## src/rtl/refdiv_pkg.sv

```systemverilog
package refdiv_pkg;

  typedef enum logic [2:0] {
    MODE_NORM,
    MODE_OFF,
    MODE_SINK,
    MODE_SRC,
    MODE_REFOUT,
    MODE_HALFOUT
  } out_mode_t;

  function automatic out_mode_t decode_test(input logic [2:0] code);
    case (code)
      3'b010, 3'b011: decode_test = MODE_OFF;
      3'b110:         decode_test = MODE_SINK;
      3'b111:         decode_test = MODE_SRC;
      3'b100:         decode_test = MODE_REFOUT;
      3'b101:         decode_test = MODE_HALFOUT;
      default:        decode_test = MODE_NORM;
    endcase
  endfunction

endpackage

```

## src/rtl/refdiv_ratio_cnt.sv

```systemverilog
module refdiv_ratio_cnt #(
  parameter int RATIO_LOW  = 640,
  parameter int RATIO_MID  = 1024,
  parameter int RATIO_HIGH = 512
) (
  input  logic clk,
  input  logic rst,
  input  logic en,
  input  logic sel_a,
  input  logic sel_b,
  output logic pulse
);
  localparam int MAXR = (RATIO_LOW > RATIO_MID) ?
                        ((RATIO_LOW > RATIO_HIGH) ? RATIO_LOW : RATIO_HIGH) :
                        ((RATIO_MID > RATIO_HIGH) ? RATIO_MID : RATIO_HIGH);
  localparam int RW = $clog2(MAXR + 1);

  logic [RW-1:0] ratio_now, ratio_q, term;
  logic [RW-1:0] cnt;

  always_comb begin
    if (!sel_b)     ratio_now = RW'(RATIO_LOW);
    else if (sel_a) ratio_now = RW'(RATIO_HIGH);
    else            ratio_now = RW'(RATIO_MID);
    term = ratio_now - RW'(1);
  end

  always_ff @(posedge clk) begin
    ratio_q <= ratio_now;
    if (rst) begin
      cnt   <= '0;
      pulse <= 1'b0;
    end else if (ratio_now != ratio_q) begin
      cnt   <= '0;
      pulse <= 1'b0;
    end else if (en) begin
      if (cnt == term) begin
        cnt   <= '0;
        pulse <= 1'b1;
      end else begin
        cnt   <= cnt + RW'(1);
        pulse <= 1'b0;
      end
    end else begin
      pulse <= 1'b0;
    end
  end
endmodule

```

## src/rtl/refdiv_toggle.sv

```systemverilog
module refdiv_toggle (
  input  logic clk,
  input  logic rst,
  input  logic tick,
  output logic half
);
  always_ff @(posedge clk) begin
    if (rst)       half <= 1'b0;
    else if (tick) half <= ~half;
  end
endmodule

```

## src/rtl/refdiv_outmux.sv

```systemverilog
module refdiv_outmux
  import refdiv_pkg::*;
(
  input  logic       clk,
  input  logic       rst,
  input  logic [2:0] code,
  input  logic       pd_lock,
  input  logic       pd_up,
  input  logic       pd_down,
  input  logic       ref_int,
  input  logic       half_int,
  output logic       lock_out,
  output logic       pump_src,
  output logic       pump_snk,
  output logic       pump_off
);
  out_mode_t mode;
  logic lock_d, src_d, snk_d, off_d;

  always_comb begin
    mode   = decode_test(code);
    lock_d = pd_lock;
    src_d  = pd_up;
    snk_d  = pd_down;
    off_d  = 1'b0;
    case (mode)
      MODE_OFF:     begin src_d = 1'b0; snk_d = 1'b0; off_d = 1'b1; end
      MODE_SINK:    begin src_d = 1'b0; snk_d = 1'b1; end
      MODE_SRC:     begin src_d = 1'b1; snk_d = 1'b0; end
      MODE_REFOUT:  lock_d = ref_int;
      MODE_HALFOUT: lock_d = half_int;
      default:      ;
    endcase
  end

  always_ff @(posedge clk) begin
    if (rst) begin
      lock_out <= 1'b0;
      pump_src <= 1'b0;
      pump_snk <= 1'b0;
      pump_off <= 1'b0;
    end else begin
      lock_out <= lock_d;
      pump_src <= src_d;
      pump_snk <= snk_d;
      pump_off <= off_d;
    end
  end
endmodule

```

## src/rtl/refdiv_testmux.sv

```systemverilog
module refdiv_testmux #(
  parameter int RATIO_LOW  = 640,
  parameter int RATIO_MID  = 1024,
  parameter int RATIO_HIGH = 512
) (
  input  logic       clk,
  input  logic       rst,
  input  logic       ref_en,
  input  logic       vco_pulse,
  input  logic       ratio_a,
  input  logic       ratio_b,
  input  logic [2:0] test_code,
  input  logic       pd_lock,
  input  logic       pd_up,
  input  logic       pd_down,
  output logic       ref_pulse,
  output logic       lock_out,
  output logic       pump_src,
  output logic       pump_snk,
  output logic       pump_off
);
  logic half_q;

  refdiv_ratio_cnt #(
    .RATIO_LOW (RATIO_LOW),
    .RATIO_MID (RATIO_MID),
    .RATIO_HIGH(RATIO_HIGH)
  ) u_cnt (
    .clk  (clk),
    .rst  (rst),
    .en   (ref_en),
    .sel_a(ratio_a),
    .sel_b(ratio_b),
    .pulse(ref_pulse)
  );

  refdiv_toggle u_half (
    .clk (clk),
    .rst (rst),
    .tick(vco_pulse),
    .half(half_q)
  );

  refdiv_outmux u_mux (
    .clk     (clk),
    .rst     (rst),
    .code    (test_code),
    .pd_lock (pd_lock),
    .pd_up   (pd_up),
    .pd_down (pd_down),
    .ref_int (ref_pulse),
    .half_int(half_q),
    .lock_out(lock_out),
    .pump_src(pump_src),
    .pump_snk(pump_snk),
    .pump_off(pump_off)
  );
endmodule

```

## config.mk

```make
export PLATFORM = sky130hd
export DESIGN_NAME = refdiv_testmux
export DESIGN_NICKNAME = d
export VERILOG_FILES = /design/src/rtl/refdiv_pkg.sv /design/src/rtl/refdiv_ratio_cnt.sv /design/src/rtl/refdiv_toggle.sv /design/src/rtl/refdiv_outmux.sv /design/src/rtl/refdiv_testmux.sv
export SDC_FILE = /design/constraint.sdc
export NUM_CORES = 1
export LEC_CHECK = 0
export BUFFER_PORTS_ARGS = -buffer_cell sky130_fd_sc_hd__buf_4
export CAP_MARGIN = 20
export CORE_AREA = 2 2 47 49
export CTS_CLUSTER_DIAMETER = 200
export CTS_CLUSTER_SIZE = 25
export DETAILED_ROUTE_END_ITERATION = 6
export DIE_AREA = 0 0 49 51
export PLACE_DENSITY = 0.72
export SYNTH_ARGS = -nofsm -noshare
export SYNTH_HDL_FRONTEND = slang
export SYNTH_SLANG_ARGS = --single-unit
```

## constraint.sdc

```tcl
create_clock -name clk -period 1.55 [get_ports clk]
set_input_delay 0.31 -clock clk [delete_from_list [all_inputs] [get_ports clk]]
set_output_delay 0.31 -clock clk [all_outputs]
set_load 0.1 [all_outputs]
```

==> results of run 1 <==
repair_timing:
item / 4_1_cts / 5_1_grt
pin swaps: 7 / 3
setup endpoints to repair: 7 / 8
buffers inserted: 1 / 2
resized for setup: 5 / 3
per-layer routing:
layer / vias up / wire length (µm) / track usage [%] / part of all wire (%)
li1: 365 / - / - / -
met1: 338 / 739 / 15.1 / 44
met2: 21 / 823 / 26.0 / 49
met3: 5 / 80 / 3.22 / 4.8
met4: 0 / 33 / 7.14 / 2.0
met5: - / 0 / 0 / 0
sequential cells by signal (all words and copies together) (netlist names):
signal,count
u_mux.pump_src,1
u_cnt.ratio_q,3
u_cnt.pulse,1
u_mux.lock_out,1
u_mux.pump_snk,1
u_mux.pump_off,1
u_cnt.cnt,11
u_half.half,1
area by class of cell:
cell class	count	area, µm²	area share, %
well taps	28	35.0	2.96
multi-input cells	63	495	41.8
clock buffers	3	22.5	1.90
repair buffers	29	218	18.4
inverters	3	11.3	0.950
flip-flops and latches	20	403	34.0
cell usage after synthesis, drive strengths merged:
| library cell | count |
|---|---|
| nor2 | 9 |
| nor2b | 1 |
| buf | 1 |
| mux2i | 2 |
| nand2 | 5 |
| nor4b | 1 |
| ha | 1 |
| and4bb | 1 |
| inv | 3 |
| nor3 | 10 |
| a41oi | 1 |
| nor3b | 2 |
| nand3b | 2 |
| nand4 | 4 |
| a211oi | 2 |
| dfxtp | 20 |
| nand3 | 1 |
| xnor2 | 7 |
| o21bai | 1 |
| xor2 | 5 |
| or3b | 2 |
| a21oi | 2 |
| nand2b | 3 |
| and3 | 1 |
through the flow:
stage / utilization [%] / setup slack [ps] / power [mW] / cells / hold slack [ps]
floorplan: - / 37.5 / 0.622 / 87 / 379
global placement: 53.4 / -11.9 / 0.666 / 140 / 503
detailed placement: 53.4 / -71.9 / 0.668 / 140 / 503
CTS: 55.6 / -19.4 / 0.902 / 144 / 184
global route: 57.4 / -28.3 / 0.938 / 146 / 169
finish: 57.4 / 19.9 / 0.894 / 146 / 196
worst min path at each step:
stage | slack, ps | depth (start not counted) | to
finish | 200 | 2 | u_mux.pump_off$_SDFF_PP0_
detailed placement | 500 | 2 | u_mux.pump_off$_SDFF_PP0_
global route | 170 | 2 | u_mux.pump_off$_SDFF_PP0_
CTS | 180 | 2 | u_mux.pump_off$_SDFF_PP0_
global placement | 500 | 2 | u_mux.pump_off$_SDFF_PP0_
floorplan | 380 | 1 | u_mux.pump_snk$_SDFF_PP0_
power breakdown:
group	total [mW]	switching, mW	internal [mW]	leakage, nW
Clock	0.233	0.142	0.0904	0.0138
Combinational	0.127	0.0772	0.0497	0.255
Sequential	0.534	0.00660	0.528	0.164
Total	0.894	0.226	0.668	0.433
critical path: stages (launching register included):
cell     delay, ps
dfxtp_2        380
ha_4           130
and3_4         180
or3b_4         400
nor2_4         250
nor3_2          70
cells by family after synthesis:
| family | Yosys count |
|---|---|
| XOR/XNOR | 12 |
| AND/OR/NAND/NOR | 42 |
| flip-flops | 20 |
| AO/OA/AOI/OAI | 6 |
| buffers and inverters | 4 |
| adder cells (fa/ha/maj) | 1 |
| multiplexers | 2 |
==> impl_metrics.csv, run 1 <==
group,metric,value,unit
run_status,status,"complete, no violations",
synthesis,synth_nets,100,
timing,period_needed,1530,ps
finish,areaGrowthSynthToFinish,34.1,%
floorplanning,dieArea,0.00250,mm²
floorplanning,core_region_area,0.00206,mm²
place,place_area,0.00110,mm²
detailed_routing,ant_nets,0,
floorplanning,ios,17,
detailed_routing,wl_per_cell,11.5,µm
critical_path,reg2reg_from,"u_cnt.cnt[0]$_SDFFE_PP0P_",
critical_path,cp-endpoint,"u_cnt.cnt[7]$_SDFFE_PP0P_",
detailed_routing,num_vias,729,
synthesis,synth-simple-area-share,30.9,%
floorplanning,rows,17,
synthesis,syn-instance-count,87,
timing,max_slew_margin,71.9,%
grt,grt_antenna_before_repair,0,
critical_path,ff2ff_setup_slack,20,ps
critical_path,reg2reg_to,"u_cnt.cnt[7]$_SDFFE_PP0P_",
detailed_routing,drc,0,
finish,fillers,183,
clock_tree,cts.sinks,20,
place,portBuffers,16,
synthesis,synthTopCellsByArea,"dfxtp_1 45%, xnor2_1 6.9%, nor3_2 6.8%",
timing,rsz0062_at_grt,"true",
detailed_routing,routed_wl,1680,µm
critical_path,crit_path_end_kind,"register",
clock_tree,clock_path_buffers,2,
synthesis,yosys_warnings,0,
power_and_ir_drop,p_leak,0.433,nW
floorplanning,initial_core_util,42.8,%
timing,max_freq,0.654,GHz
synthesis,syn_avg_cell_area,10.2,µm²
finish,drive_above_1_share,41.5,%
power_and_ir_drop,powerDensity,754,mW/mm²
grt,grt_pass1_wl,2660,µm
timing,setup_viol,0,
place,gp_congestion,0.814,
synthesis,synth_top_family_by_area,"simple AND/OR/NAND/NOR gates",
grt,grt_overflow,0,
synthesis,yosysSeqAreaShare,45.3,%
synthesis,synth_xor_area_share,11.9,%
finish,mostFrequentLayoutCells,"29 x buf_4, 18 x dfxtp_1, 8 x nor2_1, 8 x nor3_2, 7 x xnor2_1",
finish,final_area,0.00118,mm²
clock_tree,clk_latency,290,ps
critical_path,start_kind,"register",
detailed_routing,avgViaCountPerCell,4.99,
power_and_ir_drop,irDropWorstVdd,0.000467,V
clock_tree,cts-root-buf,"clkbuf_4",
grt,track_usage,14.1,%
critical_path,cp_max_fo,7,
timing,tns,0,ps
timing,hold_violations,0,
synthesis,synth-compound-area-share,5.67,%
timing,tightest_slew,420,ps
grt,first_global_vias,649,
detailed_routing,drt_iter0_drc,16,
synthesis,synth-adder-area-share,1.42,%
timing,slew_viol_final,0,
min_path,hold_path_class,"in -> reg",
clock_tree,htreeDepth,1,
timing,fin_crit_sh,98.7,%
critical_path,reg2reg_depth,5,
synthesis,synth_seq_cells,20,
clock_tree,postCtsHoldBufs,0,
critical_path,startpoint,"u_cnt.cnt[0]$_SDFFE_PP0P_",
finish,final_common_cell,"buf_4",
min_path,hp-start,"test_code[2]",
timing,fin_skew,5.64,ps
floorplanning,die_w,49,µm
critical_path,arrival,1700,ps
critical_path,crit_type,"reg -> reg",
floorplanning,die_y,51,µm
synthesis,yosysTopAreaCellShare,45.3,%
synthesis,yosysUniqueCellTypes,28,
synthesis,synth_mux_area_share,2.27,%
finish,antenna-diode-count,0,
clock_tree,clkTransAtPathRegs,100,ps
clock_tree,numCtsBuffers,3,
synthesis,syn-cell-area,883,µm²
clock_tree,cts_tree,"done",
grt,grt_start_max_net_pins,13,
run,cap_violations,0,
detailed_routing,first_pass_iters,4,
place,place_hpwl,1200,µm
critical_path,required,1720,ps
synthesis,synth.largest_area_cell,"dfxtp_1",
finish,nNetsFinal,133,
Note: power is estimated with default switching activity, not from simulation.
==> run 2: changes to the inputs <==
--- a/config.mk
+++ b/config.mk
@@ -7,12 +7,13 @@
 export LEC_CHECK = 0
 export BUFFER_PORTS_ARGS = -buffer_cell sky130_fd_sc_hd__buf_4
 export CAP_MARGIN = 20
-export CORE_AREA = 2 2 47 49
+export CORE_AREA = 2 2 46 48
 export CTS_CLUSTER_DIAMETER = 200
 export CTS_CLUSTER_SIZE = 25
 export DETAILED_ROUTE_END_ITERATION = 6
-export DIE_AREA = 0 0 49 51
+export DIE_AREA = 0 0 48 50
 export PLACE_DENSITY = 0.72
 export SYNTH_ARGS = -nofsm -noshare
 export SYNTH_HDL_FRONTEND = slang
+export SYNTH_HIERARCHICAL = 1
 export SYNTH_SLANG_ARGS = --single-unit
==> run 2 against run 1 <==
Clock power grew 27%. Count of clock-buffer cells in the layout grew 1. Final cell count shrank 5.5%. Global-route usage grew 1.8 points. Clock skew grew 4.8 ps. Worst setup slack gained 81 ps. Register-to-register slack gained 80 ps. Critical path depth is the same. Synthesized cell count grew 1.1%. Combinational power shrank 6%. Largest power group unchanged.
==> impl_metrics.csv, run 2 <==
group,metric,value,unit
finish,final_common_cell,"buf_4",
synthesis,synth_xor_area_share,12.6,%
min_path,hold_path_class,"in -> reg",
detailed_routing,num_vias,697,
synthesis,synth_edf_count,0,
finish,mostFrequentLayoutCells,"21 x buf_4, 19 x dfxtp_1, 12 x nor3_1, 9 x nor2_1, 7 x xnor2_1",
synthesis,synth_mux_area_share,2.40,%
synthesis,synth_top_family_by_area,"simple AND/OR/NAND/NOR gates",
timing,fin_hold_ws,205,ps
floorplanning,ios,17,
grt,grt_antenna_before_repair,0,
floorplanning,core_region_area,0.00190,mm²
floorplanning,dieArea,0.00240,mm²
synthesis,synthTopCellsByArea,"dfxtp_1 48%, xnor2_1 7.4%, nor3_1 7.2%",
synthesis,ys.flop_type,"dfxtp_1",
grt,track_usage,15.9,%
finish,drive_above_1_share,26.1,%
timing,tightest_slew,321,ps
synthesis,synth-compound-area-share,6.01,%
power_and_ir_drop,pwr-share-comb,12.7,%
detailed_routing,drc,0,
synthesis,synth.largest_area_cell,"dfxtp_1",
critical_path,start_kind,"register",
clock_tree,numCtsBuffers,3,
power_and_ir_drop,p_leak,0.401,nW
min_path,hold_path_depth,2,
timing,slew_viol_final,0,
finish,antenna-diode-count,0,
detailed_routing,avgViaCountPerCell,5.05,
synthesis,syn-instance-count,88,
grt,grt_start_max_net_pins,13,
clock_tree,cts_tree,"done",
run_status,status,"complete, no violations",
power_and_ir_drop,p_seq_share,56.2,%
clock_tree,clock_path_buffers,2,
grt,grt_overflow,0,
timing,max_freq,0.690,GHz
synthesis,synth-async-reset-ratio,0,%
timing,finalWorstSetupSlack,101,ps
synthesis,yosysTopAreaCellShare,48.0,%
grt,grt_pass1_wl,2640,µm
place,place_hpwl,1160,µm
power_and_ir_drop,switchingPower,234,µW
floorplanning,rows,16,
floorplanning,initial_core_util,43.8,%
clock_tree,clk_latency,300,ps
power_and_ir_drop,irDropWorstVdd,0.000540,V
synthesis,syn_avg_cell_area,9.47,µm²
clock_tree,clkTransAtPathRegs,110,ps
synthesis,synth-adder-area-share,1.50,%
synthesis,yosys_warnings,6,
clock_tree,cts-root-buf,"clkbuf_4",
place,pre_cts_slack,-0.893,ps
grt,first_global_vias,649,
detailed_routing,routed_wl,1660,µm
finish,areaGrowthSynthToFinish,26.4,%
detailed_routing,drt_iter0_drc,22,
synthesis,synth_seq_cells,20,
critical_path,cp_max_fo,5,
timing,fin_skew,10.5,ps
timing,tns,0,ps
detailed_routing,wl_per_cell,12.0,µm
timing,period_needed,1450,ps
power_and_ir_drop,powerDensity,901,mW/mm²
critical_path,reg2reg_depth,5,
floorplanning,die_y,50,µm
timing,rsz0062_at_grt,"false",
place,portBuffers,16,
critical_path,arrival,1640,ps
critical_path,crit_path_end_kind,"register",
detailed_routing,ant_nets,0,
clock_tree,htreeDepth,1,
finish,top_register,"u_cnt/cnt",
critical_path,crit_type,"reg -> reg",
synthesis,synth_nets,101,
synthesis,syn-cell-area,833,µm²
detailed_routing,first_pass_iters,4,
timing,hold_violations,0,
clock_tree,postCtsHoldBufs,0,
power_and_ir_drop,swShare,24.7,%
finish,nNetsFinal,125,
finish,largestRegisters,"u_cnt/cnt: 11 flops, u_cnt/ratio_q: 3 flops",
timing,fin_crit_sh,93.5,%
power_and_ir_drop,p_int,715,µW
floorplanning,die_w,48,µm
synthesis,yosysMostFrequentCell,"dfxtp_1",
clock_tree,cts.sinks,20,
critical_path,required,1740,ps
synthesis,yosysSeqAreaShare,48.0,%
run,cap_violations,0,
synthesis,yosysUniqueCellTypes,25,
timing,setup_viol,0,
synthesis,synth-simple-area-share,26.6,%
power_and_ir_drop,p_clk_share,31.1,%
finish,largest_register_ffs,11,
timing,max_slew_margin,78.3,%
synthesis,yosys-top-cells-count,"20 x dfxtp_1, 12 x nor3_1, 9 x nor2_1",
place,gp_congestion,0.772,
[run 2: cell count changes in the layout (fill, tap and decap cells not counted), moves of 2 or more]
cell / delta
nor3_1: +10
nand3_1: +2
buf_4: -8
nor3_2: -8
nor3b_1: -2
nand2b_1: -2
[run 2: power groups by stage]
stage                     Combinational [mW]  Sequential (mW)  Clock (mW)
final                                  0.120            0.533       0.295
after global routing                   0.128            0.536       0.331
after CTS                              0.121            0.534       0.310
after detailed placement               0.120            0.545           0
after global placement                 0.118            0.545           0
after floorplan                       0.0330            0.587           0
[run 2: metrics by stage]
step	instance area, µm²	total power [mW]	util, %	std cells
after global placement	986	0.663	51.8	130
final	1050	0.949	55.4	138
after CTS	1040	0.965	54.5	136
after floorplan	833	0.620	-	88
after detailed placement	986	0.666	51.8	130
after global routing	1050	0.995	55.4	138
[run 2: area by class of cell]
cell class / instances / area (µm²)
multi-input cells: 62 / 409
well taps: 27 / 33.8
inverters: 4 / 15.0
flip-flops and latches: 20 / 402
repair buffers: 21 / 158
clock buffers: 4 / 36.3
fillers: 177 / 848
[run 2: worst paths after layout]
| check | end | slack [ps] | start |
|---|---|---|---|
| setup reg to reg | u_cnt/cnt[10]$_SDFFE_PP0P_ | 100 | u_cnt/cnt[3]$_SDFFE_PP0P_ |
| hold / removal | u_mux/pump_off$_SDFF_PP0_ | 200 | test_code[2] |
| hold reg to reg | u_half/half$_SDFFE_PP0P_ | 540 | u_half/half$_SDFFE_PP0P_ |
| setup / recovery | u_cnt/cnt[10]$_SDFFE_PP0P_ | 100 | u_cnt/cnt[3]$_SDFFE_PP0P_ |
[run 2: cells by family after synthesis]
family          Yosys count
compound gates            7
xor+xnor                 12
fa+ha+maj                 1
buf+inv                   6
flops                    20
mux                       2
simple gates             40
[run 2: metal layers]
layer | vias up | GRT usage, % | share of wire, %
met5 | - | 0 | 0
met4 | 0 | 9.46 | 2.4
met3 | 4 | 4.40 | 3.8
met2 | 16 | 26.2 | 49
met1 | 323 | 16.9 | 45
li1 | 354 | - | -
[run 2: what timing repair did]
action / in CTS / in global routing
hold endpoints to repair: 0 / 0
setup endpoints to repair: 2 / 8
buffers inserted: 2 / 2
pin swaps: 1 / 3
resized for setup: 0 / 1
[run 2: critical path, stage by stage (launching register included)]
cell and delay, ps:
dfxtp_1 440, nand4_1 270, buf_4 230, nor3_1 200, xnor2_1 150, nor3_1 50
